[src/rtl/cwr_pkg.sv]
package cwr_pkg;

  typedef enum logic [1:0] {
    MODE_WARN  = 2'b00,
    MODE_CLIP  = 2'b01,
    MODE_BOTH  = 2'b10,
    MODE_TWEET = 2'b11
  } pin_mode_e;

  typedef enum logic [1:0] {
    ST_RUN    = 2'b00,
    ST_HOT    = 2'b01,
    ST_COOLED = 2'b10
  } shut_state_e;

  // strobes from control into the datapath
  typedef struct packed {
    logic selClip;
    logic selWarn;
    logic selTweet;
    logic clipFlush;
  } ctrl_strobe_t;

  // temperature comparisons from the datapath into control
  typedef struct packed {
    logic atShut;
    logic coolShut;
  } temp_flags_t;

endpackage

[src/rtl/cwr_datapath.sv]
module cwr_datapath
  import cwr_pkg::*;
#(
  parameter int NUM_CH     = 4,
  parameter int PWM_PERIOD = 16,
  parameter int TEMP_W     = 8,
  parameter int WARN_T1    = 100,
  parameter int WARN_T2    = 115,
  parameter int WARN_T3    = 130,
  parameter int SHUT_T     = 150,
  parameter int HYST       = 10
) (
  input  logic              clk,
  input  logic              rstN,
  input  logic [NUM_CH-1:0] pwmIn,
  input  logic [TEMP_W-1:0] tempCode,
  input  logic              tweeterIn,
  input  ctrl_strobe_t      ctrl,
  output logic              warnPinN,
  output logic [2:0]        thermStatus,
  output temp_flags_t       tempFlags
);

  localparam int CLIP_CNT = PWM_PERIOD + 1;
  localparam int CNT_W    = $clog2(CLIP_CNT + 1);
  localparam int NUM_LVL  = 3;
  localparam int EXT_W    = TEMP_W + 1;
  localparam logic [TEMP_W-1:0] LVL_TH [NUM_LVL] =
    '{TEMP_W'(WARN_T1), TEMP_W'(WARN_T2), TEMP_W'(WARN_T3)};
  localparam logic [EXT_W-1:0] HYST_X = EXT_W'(HYST);

  logic [NUM_CH-1:0]  chanClip;
  logic [NUM_LVL-1:0] warnLvl;
  logic [EXT_W-1:0]   tempPlusHyst;
  logic               anyClip;

  assign tempPlusHyst = {1'b0, tempCode} + HYST_X;

  // per-channel run-length of high samples, saturating at the clip count
  for (genvar c = 0; c < NUM_CH; c++) begin : g_chan
    logic [CNT_W-1:0] highRun;
    always_ff @(posedge clk or negedge rstN) begin
      if (!rstN) begin
        highRun <= '0;
      end else if (ctrl.clipFlush || !pwmIn[c]) begin
        highRun <= '0;
      end else if (highRun != CNT_W'(CLIP_CNT)) begin
        highRun <= highRun + 1'b1;
      end
    end
    assign chanClip[c] = (highRun == CNT_W'(CLIP_CNT));
  end

  assign anyClip = |chanClip;

  // hysteretic warning levels
  for (genvar i = 0; i < NUM_LVL; i++) begin : g_lvl
    always_ff @(posedge clk or negedge rstN) begin
      if (!rstN) begin
        warnLvl[i] <= 1'b0;
      end else if (tempCode >= LVL_TH[i]) begin
        warnLvl[i] <= 1'b1;
      end else if (tempPlusHyst < {1'b0, LVL_TH[i]}) begin
        warnLvl[i] <= 1'b0;
      end
    end
  end

  assign thermStatus = warnLvl;

  assign tempFlags.atShut   = (tempCode >= TEMP_W'(SHUT_T));
  assign tempFlags.coolShut = (tempPlusHyst < EXT_W'(SHUT_T));

  // shared active-low pin, registered
  always_ff @(posedge clk or negedge rstN) begin
    if (!rstN) begin
      warnPinN <= 1'b1;
    end else begin
      warnPinN <= ~((ctrl.selClip  && anyClip)    ||
                    (ctrl.selWarn  && warnLvl[0]) ||
                    (ctrl.selTweet && tweeterIn));
    end
  end

endmodule

[src/rtl/cwr_control.sv]
module cwr_control
  import cwr_pkg::*;
(
  input  logic         clk,
  input  logic         rstN,
  input  logic [1:0]   pinMode,
  input  logic         restartReq,
  input  temp_flags_t  tempFlags,
  output ctrl_strobe_t ctrl,
  output logic         outHiZ,
  output logic         faultN
);

  shut_state_e shutState, shutNext;
  pin_mode_e   modeSel;

  assign modeSel = pin_mode_e'(pinMode);

  always_comb begin
    shutNext = shutState;
    unique case (shutState)
      ST_RUN:    if (tempFlags.atShut) shutNext = ST_HOT;
      ST_HOT:    if (tempFlags.coolShut) shutNext = ST_COOLED;
      ST_COOLED: begin
        if (tempFlags.atShut)  shutNext = ST_HOT;
        else if (restartReq)   shutNext = ST_RUN;
      end
      default:   shutNext = ST_HOT;
    endcase
  end

  always_ff @(posedge clk or negedge rstN) begin
    if (!rstN) shutState <= ST_RUN;
    else       shutState <= shutNext;
  end

  always_comb begin
    ctrl.selClip   = (modeSel == MODE_CLIP) || (modeSel == MODE_BOTH);
    ctrl.selWarn   = (modeSel == MODE_WARN) || (modeSel == MODE_BOTH);
    ctrl.selTweet  = (modeSel == MODE_TWEET);
    ctrl.clipFlush = (shutState != ST_RUN);
  end

  assign outHiZ = (shutState != ST_RUN);
  assign faultN = (shutState == ST_RUN);

endmodule

[src/rtl/cwr_top.sv]
module cwr_top
  import cwr_pkg::*;
#(
  parameter int NUM_CH     = 4,
  parameter int PWM_PERIOD = 16,
  parameter int TEMP_W     = 8,
  parameter int WARN_T1    = 100,
  parameter int WARN_T2    = 115,
  parameter int WARN_T3    = 130,
  parameter int SHUT_T     = 150,
  parameter int HYST       = 10
) (
  input  logic              clk,
  input  logic              rstN,
  input  logic [NUM_CH-1:0] pwmIn,
  input  logic [TEMP_W-1:0] tempCode,
  input  logic [1:0]        pinMode,
  input  logic              tweeterIn,
  input  logic              restartReq,
  output logic              warnPinN,
  output logic [2:0]        thermStatus,
  output logic              outHiZ,
  output logic              faultN
);

  ctrl_strobe_t ctrl;
  temp_flags_t  tempFlags;

  cwr_control u_control (
    .clk        (clk),
    .rstN       (rstN),
    .pinMode    (pinMode),
    .restartReq (restartReq),
    .tempFlags  (tempFlags),
    .ctrl       (ctrl),
    .outHiZ     (outHiZ),
    .faultN     (faultN)
  );

  cwr_datapath #(
    .NUM_CH     (NUM_CH),
    .PWM_PERIOD (PWM_PERIOD),
    .TEMP_W     (TEMP_W),
    .WARN_T1    (WARN_T1),
    .WARN_T2    (WARN_T2),
    .WARN_T3    (WARN_T3),
    .SHUT_T     (SHUT_T),
    .HYST       (HYST)
  ) u_datapath (
    .clk         (clk),
    .rstN        (rstN),
    .pwmIn       (pwmIn),
    .tempCode    (tempCode),
    .tweeterIn   (tweeterIn),
    .ctrl        (ctrl),
    .warnPinN    (warnPinN),
    .thermStatus (thermStatus),
    .tempFlags   (tempFlags)
  );

endmodule

[config.mk]
export PLATFORM = sky130hd
export DESIGN_NAME = cwr_top
export DESIGN_NICKNAME = d
export VERILOG_FILES = /design/src/rtl/cwr_pkg.sv /design/src/rtl/cwr_datapath.sv /design/src/rtl/cwr_control.sv /design/src/rtl/cwr_top.sv
export SDC_FILE = /design/constraint.sdc
export NUM_CORES = 1
export LEC_CHECK = 0
export ABC_AREA = 1
export BUFFER_PORTS_ARGS = -buffer_cell sky130_fd_sc_hd__buf_2
export CORE_MARGIN = 3
export CORE_UTILIZATION = 60
export CTS_CLUSTER_DIAMETER = 30
export DETAILED_ROUTE_END_ITERATION = 6
export PLACE_DENSITY = 0.8
export SKIP_LAST_GASP = 1
export SYNTH_ARGS = -nofsm -noshare
export SYNTH_HDL_FRONTEND = slang
export SYNTH_SLANG_ARGS = --single-unit
[constraint.sdc]
create_clock -name clk -period 2.7 [get_ports clk]
set_input_delay 0.27 -clock clk [delete_from_list [all_inputs] [get_ports clk]]
set_output_delay 0.27 -clock clk [all_outputs]
set_load 0.02 [all_outputs]
==> implementation parameters, run 1 <==
Parameter                              Value

GRT
  Global routing met2 resource utilization    0.330
  Number of antenna violations at the first check in global routing    0
  Total grt overflow    0
  Largest net degree at the start of global routing    27
  Busiest layer in global routing    met2
  First-pass GRT wire length    between 5000 and 6000 um
  Global Route met1 Usage    0.265
  Global Route Usage Sum    0.194
  Number of global-route vias before repair    1,308
  Met3 Track Usage GR    0.0277

Final layout
  Fraction of final layout cells with drive strength greater than 1    0.176
  Post-layout util    0.709
  Count of non-filler cells in the finished layout    287
  Antenna diode count    0
  Synth-to-Final Area Change    10.9%
  Design Area, Final    0.00197 sq mm
  Final layout net count    around 290

Clock network
  Maximum clock path buffer count    2
  Sink count of the clock tree    26
  CTS Root Cell    sky130_fd_sc_hd__clkbuf_4
  CTS tree    done
  Clock network latency to the later pin of the worst-skew pair    around 0.31 ns
  Clock buffer count from CTS    3
  Deepest level of the CTS H-tree    1
  Clock edge transition at the registers on the reported setup and hold paths    0.14 ns
  Number of buffers added for setup after CTS    0

Worst setup path
  Kind of critical path    reg -> out
  R2r setup slk    between 1 and 1.5 ns
  Endpoint of the most critical setup path    faultN
  Logic depth of the worst register-to-register path    5
  Cell breakdown of the critical path    nor2_2, buf_2
  Slowest-stage cell, CP    sky130_fd_sc_hd__dfrtp_1
  Start point of the critical path    u_control.shutState[0]
  Data required time at the worst endpoint    2.43 ns
  Arrival @ worst endpoint    about 1.4 ns
  Number of gates on the worst path with buffers counted    2
  CP Launch Type    register
  Critical path buffer and inverter count    1
  Worst r2r dst    u_datapath.g_chan[0].highRun[0]
  Setup crit end kind    output port
  Worst path top cell family by delay    flip-flops
  Maximum fanout along the worst path    9
  Largest stage delay, worst path    between 0.4 and 0.5 ns
  R2R Path Start    u_control.shutState[0]

Logic synthesis
  Sequential share of the synthesized area    0.367
  Synth unique cells    29
  Number of synthesis warnings    0
  Post-synthesis sequential element count    26
  Post-synthesis cell count    230
  Top_reg_cell synth    sky130_fd_sc_hd__dfrtp_1
  Top cell type by total area after synthesis    sky130_fd_sc_hd__dfrtp_1
  Post-synthesis cell area    roughly 0.0018 sq mm
  Synth area leaders    sky130_fd_sc_hd__dfrtp_1, sky130_fd_sc_hd__ha_1, sky130_fd_sc_hd__nand2_1
  Average size of a mapped cell    between 7 and 8 sq um
  FFs w/ async S/R, synth    1.00
  Number of synthesized flops with an enable pin    0
  Post-synth top area share    0.352
  Synthesized net count    approximately 260

Power and ir drop
  Design internal power    ~700 uW
  Switching power    382 uW
  Clock share of power    0.238
  Leakage power    around 0.001 uW
  Power per unit of standard cell area    around 550 mW/mm^2
  Combinational power share    0.307
  Sequential share of power    0.455
  Net switching fraction of the power    0.353
  Maximum vdd drop    about 430 uV

Die
  Core area    around 0.0028 sq mm
  Die extent in y    between 60 and 70 um
  Site Rows    19
  IO Pins    24
  Width of the die    60.4 um
  Starting density of the core    0.639
  Area of the die    0.00365 sq mm

Routing
  DR vias    between 1k and 1.5k
  WL/cell    about 12 um
  Initial DRC Count    67
  Residual DRC    0
  Post-DR vias/cell    approximately 5.2
  Total wirelength of the detailed-routed design    between 3000 and 4000 um
  Antenna-violating nets left    0
  Total iterations of the first detailed-routing run    4

Place
  Final RePlAce weighted congestion    around 0.91
  Total cell area at the placement stage    roughly 0.0019 sq mm
  DPL Wire Length    between 2000 and 3000 um
  Port bufs    23
  Cell Count Post-Placement    roughly 280

STA
  Setup clock skew after layout    ~0.013 ns
  Minimum clock period    approximately 1.7 ns
  Fmax    about 600 MHz
  Worst rel slew slack    0.635
  Count of pins over their slew limit    0
  Setup-failing EPs final    0
  Worst Tran Pin Value    roughly 0.55 ns
  Accumulated negative setup slack    0 ns
  Unrepaired setup endpoints after global routing    no
  Part of the cycle the worst path needs    0.616
  Hold Violations, Final    0

Min path
  Type of the tightest min-delay check    in -> reg

Outcome
  Run status    finished, final reports clean

Flow run
  Max Cap Violations    0
power groups by stage:
stage                     clock [uW]  combinational (uW)  sequential, uW
after detailed placement           0                 336             497
after floorplan                    0                 228             495
final                            258                 332             493
after global routing             281                 381             499
after CTS                        265                 337             491
after global placement             0                 322             498
through the flow:
step	worst slack (ns)	hold WS [ns]	power (uW)
after global routing	0.964	0.133	1160
after detailed placement	1.22	0.292	833
after floorplan	1.44	-0.0256	723
after global placement	1.27	0.293	820
final	1.04	0.142	1080
after CTS	1.04	0.135	1090
Yosys cell counts (all sizes together) (2+ instances only):
library cell / number
o21ai: 13
inv: 26
a21oi: 10
nor2: 35
nand4: 2
buf: 2
dfrtp: 25
nand3: 29
xnor2: 5
or2: 2
ha: 16
nand2: 52
xor2: 6
logic make-up (layout without fill, tap and decap cells):
logic type,count (synthesis),in the layout,synth area share
XOR/XNOR,11,11,0.0542
buffers and inverters,29,55,0.0711
AO/OA/AOI/OAI,24,24,0.0704
AND/OR/NAND/NOR,124,124,0.325
adder cells (fa/ha/maj),16,16,0.113
flip-flops,26,26,0.367
tightest hold or removal path: stages:
cell	delay, ns
sky130_fd_sc_hd__buf_2	0.07
sky130_fd_sc_hd__nand2_1	0.04
sky130_fd_sc_hd__nand2_1	0.05
sky130_fd_sc_hd__a21oi_1	0.03
worst min-delay path by stage:
stage                    from                              end  slack [ns]  depth (start not counted)
floorplan                rstN           u_control.shutState[0]       -0.03                          0
global placement         rstN  u_datapath.g_chan[0].highRun[4]        0.29                          1
detailed placement       rstN  u_datapath.g_chan[0].highRun[4]        0.29                          1
CTS                 tweeterIn              u_datapath.warnPinN        0.13                          4
global route        tweeterIn              u_datapath.warnPinN        0.13                          4
finish              tweeterIn              u_datapath.warnPinN        0.14                          4
what timing repair did:
item                                   4_1_cts  5_1_grt
resized for setup                            0        0
endpoints found under the hold margin       25        0
hold buffers                                 1        0
layout by cell type (no fill, tap or decap), types with 5 or more instances in the layout:
master,instances
sky130_fd_sc_hd__dfrtp_1,25
sky130_fd_sc_hd__inv_1,24
sky130_fd_sc_hd__ha_1,16
sky130_fd_sc_hd__xor2_1,6
sky130_fd_sc_hd__a21oi_1,9
sky130_fd_sc_hd__xnor2_1,5
sky130_fd_sc_hd__buf_2,23
sky130_fd_sc_hd__nand3_1,25
sky130_fd_sc_hd__o21ai_0,11
sky130_fd_sc_hd__nand2_1,49
sky130_fd_sc_hd__nor2_1,30
cell type report:
cell class | instances | area, sq um
multi-input cells | 175 | 1000
fillers | 232 | 810
clock buffers | 3 | 22.5
clock inverters | 1 | 30.0
inverters | 27 | 104
well taps | 31 | 38.8
flip-flops and latches | 26 | 652
repair buffers | 24 | 125
flip-flops by register name, summed over array words and instances (netlist names):
register / count
u_datapath.warnPinN: 1
u_datapath.thermStatus: 3
u_datapath.g_chan.highRun: 20
u_control.shutState: 2
routing by layer:
layer / vias up / share of wire
met5: - / 0
met4: 0 / 0.0076
met3: 2 / 0.030
met2: 27 / 0.48
met1: 674 / 0.49
li1: 791 / -
(Power assumes the default switching activity.)
==> inputs of run 2 (changes only) <==
--- a/config.mk
+++ b/config.mk
@@ -5,13 +5,13 @@
 export SDC_FILE = /design/constraint.sdc
 export NUM_CORES = 1
 export LEC_CHECK = 0
-export ABC_AREA = 1
+export ABC_AREA = 0
 export BUFFER_PORTS_ARGS = -buffer_cell sky130_fd_sc_hd__buf_2
 export CORE_MARGIN = 3
-export CORE_UTILIZATION = 60
+export CORE_UTILIZATION = 51
 export CTS_CLUSTER_DIAMETER = 30
 export DETAILED_ROUTE_END_ITERATION = 6
-export PLACE_DENSITY = 0.8
+export PLACE_DENSITY = 0.72
 export SKIP_LAST_GASP = 1
 export SYNTH_ARGS = -nofsm -noshare
 export SYNTH_HDL_FRONTEND = slang
==> constraint.sdc (replaced) <==
create_clock -name clk -period 1.4 [get_ports clk]
set_input_delay 0.14 -clock clk [delete_from_list [all_inputs] [get_ports clk]]
set_output_delay 0.14 -clock clk [all_outputs]
set_load 0.02 [all_outputs]
==> run 2 against run 1 <==
Die area up 11%. Setup slack worse by 0.94 ns. First-iteration DRC count is 48% lower. Highest routed layer unchanged. Worst hold slack lost 0.065 ns. Critical path type unchanged. Global-route usage is 1.4 points lower. Non-clock buffer count is 19 higher. Critical endpoint is now outHiZ. Largest power group unchanged. Via count is 4.0% lower.
==> implementation parameters, run 2 <==
Parameter                              Value

Routing
  Total wirelength of the detailed-routed design    about 3500 um
  Residual DRC    0
  Post-DR vias/cell    5.39
  Routed metal-1 wirelength    ~1600 um
  WL/cell    13.2 um
  Antenna-violating nets left    0
  Met2 Wirelength    about 1800 um
  Met3 layer wire length in the routed design    around 100 um
  Total iterations of the first detailed-routing run    4
  Top layer in use    met4
  Initial DRC Count    35
  DR vias    between 1k and 1.5k

STA
  Minimum clock period    1.30 ns
  Setup-failing EPs final    0
  Hold Violations, Final    0
  Part of the cycle the worst path needs    0.931
  Unrepaired setup endpoints after global routing    yes
  Fmax    around 770 MHz
  Final WS setup    just under 0.1 ns
  Setup clock skew after layout    about 0.0039 ns
  Worst rel slew slack    0.627
  Worst Tran Pin Value    between 0.5 and 0.6 ns
  Count of pins over their slew limit    0
  Accumulated negative setup slack    0 ns

Logic synthesis
  Post-synthesis cell area    0.00169 sq mm
  Synth unique cells    40
  FFs w/ async S/R, synth    1.00
  Post-synthesis cell count    between 150 and 200
  Sequential share of the synthesized area    0.385
  Post-synthesis sequential element count    26
  Top cell type by total area after synthesis    sky130_fd_sc_hd__dfrtp_1
  Leading post-synthesis cells by instance count    sky130_fd_sc_hd__nor2_1, sky130_fd_sc_hd__dfrtp_1, sky130_fd_sc_hd__ha_1, sky130_fd_sc_hd__nand3_1, sky130_fd_sc_hd__inv_1
  Synth area leaders    sky130_fd_sc_hd__dfrtp_1, sky130_fd_sc_hd__ha_1, sky130_fd_sc_hd__nor2_1
  Synthesized net count    between 200 and 250
  Average size of a mapped cell    approximately 9.3 sq um
  Number of synthesis warnings    0
  Most common cell in the netlist    sky130_fd_sc_hd__nor2_1
  Post-synth top area share    0.370
  Number of synthesized flops with an enable pin    0
  Top_reg_cell synth    sky130_fd_sc_hd__dfrtp_1

Min path
  Type of the tightest min-delay check    in -> reg

Place
  Post-Place Setup Slack    -0.0838 ns
  Port bufs    23
  DPL Wire Length    roughly 2700 um
  Final RePlAce weighted congestion    0.772

Final layout
  Max reg flops    20
  Fraction of final layout cells with drive strength greater than 1    0.239
  Most frequent standard cell in the layout excluding fill and tap cells    sky130_fd_sc_hd__nor2_1
  Final layout net count    around 260
  Antenna diode count    0
  Top library cells by usage in the layout, fill and taps aside    sky130_fd_sc_hd__nor2_1, sky130_fd_sc_hd__dfrtp_1, sky130_fd_sc_hd__buf_2
  Largest register by flop count    u_datapath.g_chan.highRun
  Synth-to-Final Area Change    21.2%

Worst setup path
  Kind of critical path    reg -> out
  Arrival @ worst endpoint    1.16 ns
  Cell breakdown of the critical path    nor2_1, buf_4, inv_1, buf_2
  CP Launch Type    register
  Slowest-stage cell, CP    sky130_fd_sc_hd__dfrtp_1
  Data required time at the worst endpoint    roughly 1.3 ns
  Setup crit end kind    output port
  Largest stage delay, worst path    between 0.4 and 0.5 ns
  Maximum fanout along the worst path    4

GRT
  Total grt overflow    0
  Largest net degree at the start of global routing    27
  Number of antenna violations at the first check in global routing    0
  Global Route Usage Sum    0.179
  First-pass GRT wire length    between 5000 and 6000 um
  Number of global-route vias before repair    approximately 1.3k

Clock network
  Sink count of the clock tree    26
  CTS tree    done
  Clock network latency to the later pin of the worst-skew pair    ~0.31 ns
  CTS Root Cell    sky130_fd_sc_hd__clkbuf_4
  Clock edge transition at the registers on the reported setup and hold paths    ~0.14 ns
  Deepest level of the CTS H-tree    1
  Maximum clock path buffer count    2
  Clock buffer count from CTS    3

Flow run
  Max Cap Violations    0

Die
  Width of the die    63.6 um
  IO Pins    24
  Site Rows    20
  Area of the die    between 0.004 and 0.005 sq mm
  Core area    about 0.0031 sq mm
  Die extent in y    63.6 um
  Starting density of the core    0.545

Power and ir drop
  Overall Power    1940 uW
  Maximum vdd drop    roughly 370 uV
  Power per unit of standard cell area    947 mW/mm^2
  Leakage power    slightly above 0.0009 uW

Outcome
  Run status    finished, final reports clean
[run 2: changes by cell type after synthesis, sizes merged, moves of 3 or more]
cell,change
o21ai,-7
nand3,-15
nand4bb,+3
nor2,-9
nand2,-45
clkbuf,+4
xnor2,+3
o31ai,+3
nor2b,+3
inv,-14
a21oi,-6
nand2b,+4
a211oi,+7
[run 2: cell families after synthesis]
group | share of synthesized area
and+or+nand+nor | 0.224
DFF | 0.385
adders and majority gates | 0.118
AOI/OAI and AO/OA | 0.144
xor gates and xnor gates | 0.0828
buffers and inverters | 0.0451
[run 2: final timing paths]
| check | start | end | slack (ns) | depth (start not counted) |
|---|---|---|---|---|
| hold / removal | restartReq | u_control.shutState[1] | 0.08 | 3 |
| max in group asynchronous | rstN | u_datapath.warnPinN | 0.70 | 2 |
| setup / recovery | u_control.shutState[0] | outHiZ | 0.1 | 4 |
| min in group asynchronous | rstN | u_datapath.g_chan[3].highRun[4] | 0.34 | 2 |
| hold reg to reg | u_datapath.g_chan[3].highRun[4] | u_datapath.g_chan[3].highRun[4] | 0.57 | 2 |
| setup reg to reg | u_datapath.g_chan[1].highRun[1] | u_datapath.warnPinN | 0.13 | 5 |
[run 2: layout make-up]
class                   count  area, sq um
fillers                   259         1050
multi-input cells         137         1000
flip-flops and latches     26          652
repair buffers             43          270
well taps                  44         55.1
inverters                  12         45.0
clock buffers               4         26.3
[run 2: worst max-delay path: cells and delay by family, from the launching register on]
kind | cells | cell delay, ns
AND/OR/NAND/NOR | 1 | 0.11
buffers and inverters | 3 | 0.32
flip-flops | 1 | 0.43
[run 2: what timing repair did]
action                     in CTS  in global routing
hold endpoints to repair       26                  0
hold buffers                    2                  0
resized for setup               0                  3
setup endpoints to repair       0                  4
buffers inserted                0                  3
[run 2: metrics by stage]
stage | area (sq um) | std cells | util | hold WS [ns]
after CTS | 1990 | 263 | 0.641 | 0.0726
after detailed placement | 1940 | 257 | 0.626 | 0.168
after global placement | 1940 | 257 | 0.626 | 0.154
after global routing | 2050 | 266 | 0.660 | 0.0734
final | 2050 | 266 | 0.660 | 0.0777
after floorplan | 1700 | 181 | - | -0.156
[run 2: layer usage]
layer  vias to the layer above  global-route usage
met3                         2              0.0232
met5                         -                   0
met2                        31               0.323
met1                       689               0.222
li1                        712                   -
met4                         0              0.0485
[run 2: power by group]
part           total [uW]  internal, uW  switching [uW]
sequential            910           836            74.1
clock                 325           111             214
combinational         707           325             382
